File: config.mk
export PLATFORM = sky130hd
export DESIGN_NAME = supply_sequencer
export DESIGN_NICKNAME = d
export VERILOG_FILES = /design/src/rtl/seq_pkg.sv /design/src/rtl/seq_slot_map.sv /design/src/rtl/seq_step_timer.sv /design/src/rtl/seq_pg_watchdog.sv /design/src/rtl/supply_sequencer.sv
export SDC_FILE = /design/constraint.sdc
export NUM_CORES = 1
export LEC_CHECK = 0
export BUFFER_PORTS_ARGS = -buffer_cell sky130_fd_sc_hd__buf_4
export CORE_UTILIZATION = 25
export CTS_BUF_LIST = sky130_fd_sc_hd__clkbuf_4 sky130_fd_sc_hd__clkbuf_8
export DETAILED_ROUTE_END_ITERATION = 6
export GPL_TIMING_DRIVEN = 0
export SETUP_SLACK_MARGIN = 0.4
export SYNTH_ARGS = -nofsm -noshare
export SYNTH_HDL_FRONTEND = slang
export SYNTH_SLANG_ARGS = --single-unit
File: constraint.sdc
create_clock -name clk -period 2.9 [get_ports clk]
set_input_delay 0.145 -clock clk [delete_from_list [all_inputs] [get_ports clk]]
set_output_delay 0.145 -clock clk [all_outputs]
set_load 0.01 [all_outputs]
File: src/rtl/seq_pkg.sv
package seq_pkg;
   typedef enum logic [3:0] {
      SQ_IDLE, SQ_UP_WAIT, SQ_UP_RISE, SQ_UP_SETTLE, SQ_HOLD,
      SQ_DN_WAIT, SQ_DN_FALL, SQ_DN_SETTLE, SQ_FAULT
   } sq_state_t;

   function automatic int code_width(input int npos);
      return $clog2(npos + 2);
   endfunction
endpackage

File: src/rtl/seq_slot_map.sv
module seq_slot_map #(
   parameter int NCH  = 4,
   parameter int NPOS = 8,
   parameter int CW   = 4
) (
   input  logic [NCH*CW-1:0]          cfg_i,
   output logic [NPOS-1:0][NCH-1:0]   slot_o,
   output logic [NCH-1:0]             seq_o,
   output logic [NCH-1:0]             forced_o
);
   for (genvar c = 0; c < NCH; c++) begin : g_ch
      logic [CW-1:0]   code;
      logic [NPOS-1:0] col;
      assign code        = cfg_i[c*CW +: CW];
      assign forced_o[c] = (code == {CW{1'b1}});
      for (genvar p = 0; p < NPOS; p++) begin : g_pos
         assign col[p]       = (code == CW'(p + 1));
         assign slot_o[p][c] = col[p];
      end
      assign seq_o[c] = |col;
   end
endmodule

File: src/rtl/seq_step_timer.sv
module seq_step_timer #(
   parameter int TW = 16
) (
   input  logic          clk,
   input  logic          rst_n,
   input  logic          restart,
   input  logic [TW-1:0] lim,
   output logic          hit
);
   logic [TW-1:0] cnt_q;

   always_ff @(posedge clk or negedge rst_n) begin
      if (!rst_n)               cnt_q <= '0;
      else if (restart)         cnt_q <= '0;
      else if (cnt_q != '1)     cnt_q <= cnt_q + TW'(1);
   end

   assign hit = (lim == '0) || (cnt_q >= lim - TW'(1));

   assert_restart_zero_R4: assert property (@(posedge clk) disable iff (!rst_n)
      restart |=> cnt_q == '0);
endmodule

File: src/rtl/seq_pg_watchdog.sv
module seq_pg_watchdog #(
   parameter int TW = 16
) (
   input  logic          clk,
   input  logic          rst_n,
   input  logic          arm,
   input  logic          clear,
   input  logic [TW-1:0] lim,
   output logic          expire
);
   logic          armed_q;
   logic [TW-1:0] cnt_q;

   always_ff @(posedge clk or negedge rst_n) begin
      if (!rst_n) begin
         armed_q <= 1'b0;
         cnt_q   <= '0;
      end else if (clear) begin
         armed_q <= 1'b0;
         cnt_q   <= '0;
      end else if (arm) begin
         armed_q <= 1'b1;
         cnt_q   <= '0;
      end else if (armed_q && cnt_q != '1) begin
         cnt_q <= cnt_q + TW'(1);
      end
   end

   assign expire = armed_q && (lim != '0) && (cnt_q == lim);

   assert_count_bound_R8: assert property (@(posedge clk) disable iff (!rst_n)
      (armed_q && lim != '0 && $stable(lim)) |-> cnt_q <= lim);
endmodule

File: src/rtl/supply_sequencer.sv
module supply_sequencer #(
   parameter int NCH  = 4,
   parameter int NPOS = 8,
   parameter int TW   = 16,
   localparam int CW  = seq_pkg::code_width(NPOS),
   localparam int PW  = $clog2(NPOS)
) (
   input  logic              clk,
   input  logic              rst_n,
   input  logic              on_i,
   input  logic              clr_i,
   input  logic [NCH*CW-1:0] chan_cfg_i,
   input  logic [TW-1:0]     step_lim_i,
   input  logic [TW-1:0]     pg_lim_i,
   input  logic [NCH-1:0]    sup_up_i,
   input  logic [NCH-1:0]    sup_uv_i,
   input  logic [NCH-1:0]    sup_dn_i,
   output logic [NCH-1:0]    en_o,
   output logic              done_o,
   output logic              fault_o
);
   import seq_pkg::*;

   if (NCH < 1)   begin : g_bad_nch  $error("NCH must be at least 1");  end
   if (NPOS < 2)  begin : g_bad_npos $error("NPOS must be at least 2"); end
   if (TW < 2)    begin : g_bad_tw   $error("TW must be at least 2");   end

   logic [NPOS-1:0][NCH-1:0] slot;
   logic [NCH-1:0]           seq_mask, forced_mask;
   logic [NPOS-1:0]          occ;

   seq_slot_map #(.NCH(NCH), .NPOS(NPOS), .CW(CW)) i_map (
      .cfg_i(chan_cfg_i), .slot_o(slot), .seq_o(seq_mask), .forced_o(forced_mask));

   for (genvar p = 0; p < NPOS; p++) begin : g_occ
      assign occ[p] = |slot[p];
   end

   sq_state_t       st_q, st_d;
   logic [PW-1:0]   ptr_q, ptr_d;
   logic [NCH-1:0]  en_q, en_d;
   logic            first_q, first_d;
   logic            step_restart, step_hit, wd_arm, wd_clear, wd_expire;

   seq_step_timer #(.TW(TW)) i_step (
      .clk(clk), .rst_n(rst_n), .restart(step_restart), .lim(step_lim_i), .hit(step_hit));

   seq_pg_watchdog #(.TW(TW)) i_wd (
      .clk(clk), .rst_n(rst_n), .arm(wd_arm), .clear(wd_clear), .lim(pg_lim_i),
      .expire(wd_expire));

   // lowest occupied slot at or above 'from'
   function automatic logic [PW:0] seek_up(input logic [NPOS-1:0] o, input logic [PW-1:0] from);
      logic          f  = 1'b0;
      logic [PW-1:0] ix = '0;
      for (int p = NPOS - 1; p >= 0; p--) begin
         if (o[p] && p >= int'(from)) begin
            f  = 1'b1;
            ix = PW'(p);
         end
      end
      return {f, ix};
   endfunction

   // highest occupied slot at or below 'from'
   function automatic logic [PW:0] seek_dn(input logic [NPOS-1:0] o, input logic [PW-1:0] from);
      logic          f  = 1'b0;
      logic [PW-1:0] ix = '0;
      for (int p = 0; p < NPOS; p++) begin
         if (o[p] && p <= int'(from)) begin
            f  = 1'b1;
            ix = PW'(p);
         end
      end
      return {f, ix};
   endfunction

   logic [PW:0]    up_hit, dn_hit, up_next, dn_next;
   logic           more_up, more_dn;
   logic [NCH-1:0] cur_mask;

   assign up_hit   = seek_up(occ, ptr_q);
   assign dn_hit   = seek_dn(occ, ptr_q);
   assign up_next  = seek_up(occ, ptr_q + PW'(1));
   assign dn_next  = seek_dn(occ, ptr_q - PW'(1));
   assign more_up  = (ptr_q != PW'(NPOS - 1)) && up_next[PW];
   assign more_dn  = (ptr_q != '0) && dn_next[PW];
   assign cur_mask = slot[ptr_q];

   always_comb begin
      st_d         = st_q;
      ptr_d        = ptr_q;
      en_d         = en_q;
      first_d      = first_q;
      step_restart = 1'b0;
      wd_arm       = 1'b0;
      wd_clear     = 1'b0;
      unique case (st_q)
         SQ_IDLE: begin
            en_d     = '0;
            wd_clear = 1'b1;
            if (on_i) begin
               st_d         = SQ_UP_WAIT;
               ptr_d        = '0;
               step_restart = 1'b1;
               first_d      = 1'b1;
            end
         end
         SQ_UP_WAIT, SQ_UP_RISE, SQ_UP_SETTLE: begin
            if (!on_i) begin
               st_d         = SQ_DN_WAIT;
               ptr_d        = PW'(NPOS - 1);
               step_restart = 1'b1;
               first_d      = 1'b1;
               wd_clear     = 1'b1;
            end else if (st_q == SQ_UP_WAIT) begin
               if (step_hit) begin
                  if (up_hit[PW]) begin
                     en_d  = en_q | slot[up_hit[PW-1:0]];
                     ptr_d = up_hit[PW-1:0];
                     st_d  = SQ_UP_RISE;
                     if (first_q) begin
                        wd_arm  = 1'b1;
                        first_d = 1'b0;
                     end
                  end else begin
                     st_d = SQ_UP_SETTLE;
                  end
               end
            end else if (st_q == SQ_UP_RISE) begin
               if ((sup_up_i & cur_mask) == cur_mask) begin
                  if (more_up) begin
                     ptr_d        = ptr_q + PW'(1);
                     step_restart = 1'b1;
                     st_d         = SQ_UP_WAIT;
                  end else begin
                     st_d = SQ_UP_SETTLE;
                  end
               end
            end else begin
               if ((sup_uv_i & seq_mask) == seq_mask) begin
                  st_d     = SQ_HOLD;
                  wd_clear = 1'b1;
               end
            end
         end
         SQ_HOLD: begin
            if (!on_i) begin
               st_d         = SQ_DN_WAIT;
               ptr_d        = PW'(NPOS - 1);
               step_restart = 1'b1;
               first_d      = 1'b1;
               wd_clear     = 1'b1;
            end
         end
         SQ_DN_WAIT: begin
            if (step_hit) begin
               if (dn_hit[PW]) begin
                  en_d  = en_q & ~slot[dn_hit[PW-1:0]];
                  ptr_d = dn_hit[PW-1:0];
                  st_d  = SQ_DN_FALL;
                  if (first_q) begin
                     wd_arm  = 1'b1;
                     first_d = 1'b0;
                  end
               end else begin
                  st_d = SQ_DN_SETTLE;
               end
            end
         end
         SQ_DN_FALL: begin
            if ((sup_dn_i & cur_mask) == '0) begin
               if (more_dn) begin
                  ptr_d        = ptr_q - PW'(1);
                  step_restart = 1'b1;
                  st_d         = SQ_DN_WAIT;
               end else begin
                  st_d = SQ_DN_SETTLE;
               end
            end
         end
         SQ_DN_SETTLE: begin
            if ((sup_dn_i & seq_mask) == '0) begin
               st_d     = SQ_IDLE;
               wd_clear = 1'b1;
            end
         end
         SQ_FAULT: begin
            en_d     = '0;
            wd_clear = 1'b1;
            if (!on_i && clr_i) st_d = SQ_IDLE;
         end
         default: st_d = SQ_IDLE;
      endcase
      if (wd_expire && st_q != SQ_IDLE && st_q != SQ_HOLD && st_q != SQ_FAULT) begin
         st_d     = SQ_FAULT;
         en_d     = '0;
         wd_clear = 1'b1;
         wd_arm   = 1'b0;
      end
   end

   always_ff @(posedge clk or negedge rst_n) begin
      if (!rst_n) begin
         st_q    <= SQ_IDLE;
         ptr_q   <= '0;
         en_q    <= '0;
         first_q <= 1'b0;
      end else begin
         st_q    <= st_d;
         ptr_q   <= ptr_d;
         en_q    <= en_d;
         first_q <= first_d;
      end
   end

   assign en_o    = (st_q == SQ_IDLE) ? forced_mask : en_q;
   assign done_o  = (st_q == SQ_UP_WAIT) || (st_q == SQ_UP_RISE) || (st_q == SQ_UP_SETTLE);
   assign fault_o = (st_q == SQ_FAULT);

   assert_dead_code_R1: assert property (@(posedge clk) disable iff (!rst_n)
      (en_o & ~(seq_mask | forced_mask)) == '0);
   assert_up_grows_R5: assert property (@(posedge clk) disable iff (!rst_n)
      (done_o && $past(done_o)) |-> ((en_o & $past(en_o)) == $past(en_o)));
   assert_done_start_R6: assert property (@(posedge clk) disable iff (!rst_n)
      $rose(done_o) |-> $past(on_i));
   assert_fault_quiet_R8: assert property (@(posedge clk) disable iff (!rst_n)
      fault_o |-> en_o == '0);
   assert_pg_off_R9: assert property (@(posedge clk) disable iff (!rst_n)
      $rose(fault_o) |-> $past(pg_lim_i) != '0);
   assert_fault_hold_R10: assert property (@(posedge clk) disable iff (!rst_n)
      (fault_o && !(!on_i && clr_i)) |=> fault_o);
endmodule

==> impl_metrics.py, run 1 <==
metrics = {
    "outcome": {
        "status": "finished with violations",
        "violations": "design-rule violations",
    },
    "synthesis": {
        "avgSynthCellArea_um2": 8.33,
        "synth_edf_count": 0,
        "synthDistinctLibCells": 97,
        "yosysSeqAreaShare": 0.167,
        "ys_async_sr_fraction": 1.00,
        "ys_seq_elements": 45,
        "synth_area_um2": 6730,
        "syn_nets": 899,
        "yosys_warnings": 0,
        "postSynthCellCount": 808,
        "synthFlopType": "dfrtp_1",
    },
    "final_layout": {
        "drive_above_1_share": 0.396,
        "final_cell_count_no_fill": 1279,
        "area_delta_synth_final_pct": 37.9,
        "layout.nets": 1034,
        "post-route-util": 0.354,
        "antenna_cells": 0,
        "nFillCells": 2663,
    },
    "setup_path": {
        "worstPathMaxFanout": 10,
        "cp_slowest_stage_delay_ps": 470,
        "crit_chain": "buf_2 > clkbuf_4 > nor2_1 > a22oi_1 > o32ai_2 > o31ai_4 > o21ai_1 > nor4_4 > mux2_4",
        "crit_slowest_cell": "dfrtp_2",
        "crit_arrival_ps": 3080,
        "critPathBufInv": 2,
        "crit_family": "compound AO/OA/AOI/OAI gates",
        "cp_num_cells": 9,
        "crit_type": "reg2reg",
        "start_kind": "register",
        "crit_path_end_kind": "register",
        "required_ps": 3120,
        "rr_worst_depth": 9,
    },
    "placed_design": {
        "io_buffers": 62,
        "place.gp.congestion": 0.960,
        "placed_cells": 1205,
        "dpl.hpwl_um": 17400,
        "dp_worst_setup_slack_ps": -784,
    },
    "timing": {
        "final.setup.tns_ps": 0,
        "finalCriticalPeriod_ps": 2870,
        "timing.fmax_mhz": 349,
        "finalCritPeriodShare": 0.989,
        "rsz0062_at_grt": "yes",
        "slew_headroom": 0.423,
        "finalMaxSlewViolations": 0,
        "hold_viol": 0,
        "layout_setup_ws_ps": 32.3,
        "clock_skew_ps": 11.1,
        "setup_viol": 0,
        "tightest_slew_ps": 859,
    },
    "clock_network": {
        "numClockSinks": 45,
        "cts_tree": "yes",
        "cts_inserted_buffers": 5,
        "htreeDepth": 2,
        "clk_pin_slew_ps": 100,
        "clock_path_buffers": 2,
        "clk_latency_ps": 330,
        "root_buffer": "clkbuf_8",
    },
    "detailed_routing": {
        "wl_per_cell_um": 18.7,
        "dr.pass1.iters": 7,
        "wl_um": 23900,
        "drt_iter0_markers": 537,
        "vias": 7239,
        "final_antenna_net_count": 0,
        "avgViaCountPerCell": 5.66,
        "drc": 6,
    },
    "die": {
        "die_area_um2": 27600,
        "die_h_um": 166,
        "core_um2": 26200,
        "rows": 59,
        "die_x_um": 166,
        "initial_core_util": 0.257,
        "ios": 70,
    },
    "flow_run": {
        "max_cap_violations": 0,
    },
    "power": {
        "powerDensity_nw_per_um2": 725,
        "leakagePower_nw": 3.52,
        "max-vdd-ir-drop_mv": 0.354,
        "finalPower_mw": 6.73,
    },
    "min_path": {
        "hp-class": "in2reg",
        "holdPathStages": 3,
    },
    "global_routing": {
        "antenna_found_initial": 0,
        "grt_max_degree": 46,
        "gr-total-overflow": 0,
        "track_usage": 0.170,
        "grt_pass1_wl_um": 38100,
        "grt_pass1_vias": 6951,
    },
}
-- sequential cells by signal (all words and copies together) (netlist names) --
signal and cells:
i_wd.armed_q 1, st_q 4, i_wd.cnt_q 16, i_step.cnt_q 16, ptr_q 3, first_q 1
en_q 4
-- layer usage --
metal  share of wire  GRT usage  vias up
li1                -          -     3402
met1            0.43      0.229     3523
met2            0.47      0.279      270
met3           0.073     0.0229       44
met4           0.026     0.0565        0
met5               0          0        -
-- layout by cell type, fill, tap and decap left out, types with 9 or more instances in the layout --
cell	instances
nand4_1	19
nor3_1	25
ha_1	19
buf_6	20
buf_4	123
nor4b_2	12
nand2_1	55
buf_2	16
nor2b_1	9
mux2i_1	9
inv_1	19
nor2_4	18
nor4_4	11
nor2_1	52
nand3_1	31
dfrtp_1	43
clkbuf_1	9
nand3b_1	15
xnor2_1	24
xor2_1	40
o21ai_0	26
a31oi_1	11
nor4_1	13
a21oi_1	20
-- where the power goes --
part / internal, mW / switching [mW] / total, mW / leakage (nW)
Combinational: 2.40 / 3.01 / 5.41 / 2.86
Sequential: 0.736 / 0.110 / 0.846 / 0.605
Clock: 0.183 / 0.287 / 0.470 / 0.0511
Total: 3.32 / 3.41 / 6.73 / 3.52
-- stage by stage --
stage               hold WS, ps  area, µm²
CTS                         169       8780
global route                257       9280
floorplan                  -151       6770
finish                      236       9280
detailed placement          213       7660
global placement            207       7660
-- tightest hold or removal path, cell delays in order --
cell and delay [ps]:
buf_4 70, a21boi_0 150, nand2b_1 160
-- logic make-up (layout without fill, tap and decap cells) --
group | after synthesis | in the layout | synth area share
simple gates | 370 | 370 | 0.373
compound gates | 207 | 207 | 0.235
buf+inv | 78 | 214 | 0.0645
xor+xnor | 68 | 68 | 0.0885
flops | 45 | 45 | 0.167
fa+ha+maj | 27 | 27 | 0.0502
mux | 13 | 13 | 0.0210
-- path summary, 6_finish.rpt --
check                      slack, ps        to     start
setup / recovery                  30  ptr_q[2]  ptr_q[1]
hold / removal                   240   st_q[3]     clr_i
setup reg to reg                  30  ptr_q[2]  ptr_q[1]
hold reg to reg                  510   first_q   first_q
max in group asynchronous       2050  ptr_q[1]     rst_n
min in group asynchronous        360   en_q[0]     rst_n
-- what timing repair did --
action                     CTS  global route
resized for setup          138            72
pin swaps                   51            31
hold endpoints to repair    45             0
setup buffers               46            16
setup endpoints to repair   46            47
hold buffers                 1             0
gates cloned                 3             0
-- cell usage after synthesis (6+ instances only) --
cell type / count / share of area
and3_1: 6 / 0.0056
nand2b_1: 6 / 0.0056
a21o_1: 6 / 0.0067
a21oi_1: 27 / 0.020
o211ai_1: 8 / 0.0089
a31oi_1: 12 / 0.011
nor2_4: 10 / 0.017
mux2i_1: 10 / 0.015
nor4b_2: 12 / 0.027
xnor2_1: 26 / 0.034
ha_1: 27 / 0.050
a211oi_1: 8 / 0.0089
nor2b_1: 10 / 0.0093
nand3b_1: 15 / 0.017
o21ai_0: 36 / 0.027
nor3_1: 31 / 0.023
a2111oi_0: 6 / 0.0078
nand4_1: 19 / 0.018
nor2_1: 67 / 0.037
o22ai_1: 14 / 0.013
nand4b_1: 8 / 0.010
o41ai_1: 6 / 0.0078
nand3_1: 37 / 0.028
nand2_1: 60 / 0.033
inv_1: 22 / 0.012
buf_4: 17 / 0.019
xor2_1: 42 / 0.055
dfrtp_1: 45 / 0.17
clkbuf_1: 14 / 0.0078
nor4_1: 19 / 0.018
buf_2: 19 / 0.014
-- layout make-up --
class                   count  area [µm²]  share of cell area
multi-input cells         685        6060               0.653
flip-flops and latches     45        1130               0.122
repair buffers            128        1090               0.117
well taps                 335         419              0.0452
plain buffers              56         395              0.0426
inverters                  22        92.6             0.00998
clock buffers               5        68.8             0.00742
clock inverters             3        28.8             0.00310
Note: power is estimated with default switching activity, not from simulation.
==> run 2: changes to the inputs <==
Settings changed: CORE_UTILIZATION 25 to 31.
==> impl_metrics.py, run 2 (synthesis gave the netlist of run 1 again) <==
metrics = {
    "setup_path": {
        "crit_slowest_cell": "mux2_4",
        "crit_chain": "buf_8 > nor4_4 > buf_4 > nand3_4 > nor4_4 > xnor2_1 > ha_1 > nand4_1 > o211ai_1 > buf_4 > a21oi_4 > a211oi_2 > o221ai_2 > nor4_4 > buf_4 > mux2_4",
        "crit_arrival_ps": 3220,
        "worstPathMaxFanout": 4,
        "crit_type": "in2reg",
        "crit_path_end_kind": "register",
        "cp_slowest_stage_delay_ps": 310,
        "start_kind": "primary input",
        "required_ps": 3120,
    },
    "clock_network": {
        "clk_latency_ps": 320,
        "numClockSinks": 45,
        "cts_inserted_buffers": 5,
        "clk_pin_slew_ps": 110,
        "htreeDepth": 2,
        "root_buffer": "clkbuf_8",
        "cts_tree": "yes",
        "clock_path_buffers": 2,
    },
    "timing": {
        "clock_skew_ps": 20.9,
        "layout_setup_ws_ps": -101,
        "tightest_slew_ps": 863,
        "finalCriticalPeriod_ps": 3000,
        "rsz0062_at_grt": "yes",
        "slew_headroom": 0.420,
        "hold_viol": 0,
        "final.setup.tns_ps": -249,
        "finalMaxSlewViolations": 0,
        "timing.fmax_mhz": 333,
        "finalCritPeriodShare": 1.03,
        "setup_viol": 4,
    },
    "die": {
        "initial_core_util": 0.318,
        "ios": 70,
        "core_um2": 21200,
        "rows": 53,
        "die_area_um2": 22300,
        "die_x_um": 149,
        "die_h_um": 149,
    },
    "detailed_routing": {
        "avgViaCountPerCell": 5.98,
        "wl_um": 23100,
        "wl_per_cell_um": 19.1,
        "drc": 0,
        "dr.pass1.iters": 5,
        "vias": 7221,
        "drt_iter0_markers": 582,
        "final_antenna_net_count": 0,
    },
    "power": {
        "finalPower_mw": 6.45,
        "p_comb_frac": 0.802,
        "switchingPower_mw": 3.31,
        "netSwitchingFraction": 0.514,
        "leakagePower_nw": 3.44,
        "max-vdd-ir-drop_mv": 0.361,
        "internal-power_mw": 3.13,
        "p_seq_frac": 0.132,
        "powerDensity_nw_per_um2": 707,
        "pwr-share-clk": 0.066,
    },
    "global_routing": {
        "grt_max_degree": 46,
        "antenna_found_initial": 0,
        "grt_pass1_wl_um": 36200,
        "grt_pass1_vias": 6806,
        "gr-total-overflow": 0,
        "track_usage": 0.204,
    },
    "flow_run": {
        "max_cap_violations": 0,
    },
    "final_layout": {
        "nFillCells": 2045,
        "final_common_cell": "buf_4",
        "drive_above_1_share": 0.397,
        "layout_common_cells": "buf_4, nand2_1, dfrtp_1",
        "antenna_cells": 0,
        "area_delta_synth_final_pct": 35.6,
        "final_cell_count_no_fill": 1208,
        "top_regs": "i_step.cnt_q x16, i_wd.cnt_q x16",
        "final_cell_area_um2": 9120,
        "layout.nets": 1023,
    },
    "outcome": {
        "violations": "negative setup slack",
        "status": "finished with violations",
    },
    "min_path": {
        "hp-class": "in2reg",
    },
    "placed_design": {
        "dpl.hpwl_um": 16600,
        "place.gp.congestion": 0.945,
        "placed_area_um2": 7580,
        "placed_cells": 1145,
        "io_buffers": 62,
    },
}
==> run 2: cell count changes in the layout (fill, tap and decap cells not counted), moves of 4 or more <==
cell	previous run	this run
buf_4	123	114
ha_1	19	23
nor2_1	52	42
nor2_2	7	18
o22ai_2	5	1
==> run 2: power groups by stage <==
stage          Sequential (mW)  Clock, mW  Combinational, mW
2_1_floorplan            0.817          0               2.62
3_3_place_gp             0.861          0               3.51
3_5_place_dp             0.862          0               3.53
4_1_cts                  0.838      0.438               4.63
5_1_grt                  0.857      0.461               5.48
6_report                 0.848      0.427               5.17
==> run 2: cell type report <==
cell class,instances,area [µm²],share of cell area
Clock buffer,5,68.8,0.00754
Inverter,22,88.8,0.00974
Tap cell,275,344,0.0377
Sequential cell,45,1130,0.124
Multi-Input combinational cell,685,6080,0.666
Timing Repair Buffer,117,997,0.109
Clock inverter,3,21.3,0.00233
Buffer,56,398,0.0436
==> run 2: what timing repair did <==
action                                  CTS  global route
endpoints found under the hold margin    45             0
endpoints found under the setup margin   46            45
gates resized for setup                 142            80
buffers inserted                         42            10
gates cloned                              2             0
pin swaps                                36            38
hold buffers                              1             0
==> run 2: path summary, 6_finish.rpt <==
kind,startpoint,endpoint,slack [ps],cells past startpoint
min in group asynchronous,rst_n,i_step.cnt_q[6],370,2
worst min register to register,first_q,first_q,510,2
worst max register to register,ptr_q[0],ptr_q[2],-60,11
worst max-delay path,step_lim_i[9],ptr_q[2],-100,16
max in group asynchronous,rst_n,ptr_q[1],2080,2
worst min-delay path,clr_i,st_q[3],230,3
==> run 2: through the flow <==
stage	setup slack, ps	util	hold slack, ps
floorplan	195	-	-151
global placement	-693	0.358	206
detailed placement	-795	0.358	207
CTS	35.6	0.410	209
global route	-250	0.431	242
finish	-101	0.431	233
==> run 2: metal layers <==
metal  global-route usage  vias up  part of all wire
li1                     -     3372                 -
met5                    0        -                 0
met2                0.339      290              0.47
met3               0.0260       65             0.062
met1                0.268     3494              0.43
met4               0.0740        0             0.034
==> run 2: critical path, delay by kind of cell <==
kind	cells	cell delay, ps
AOI/OAI and AO/OA	4	760
xor gates and xnor gates	1	110
adders and majority gates	1	300
buffers and inverters	4	630
muxes	1	310
and+or+nand+nor	5	940
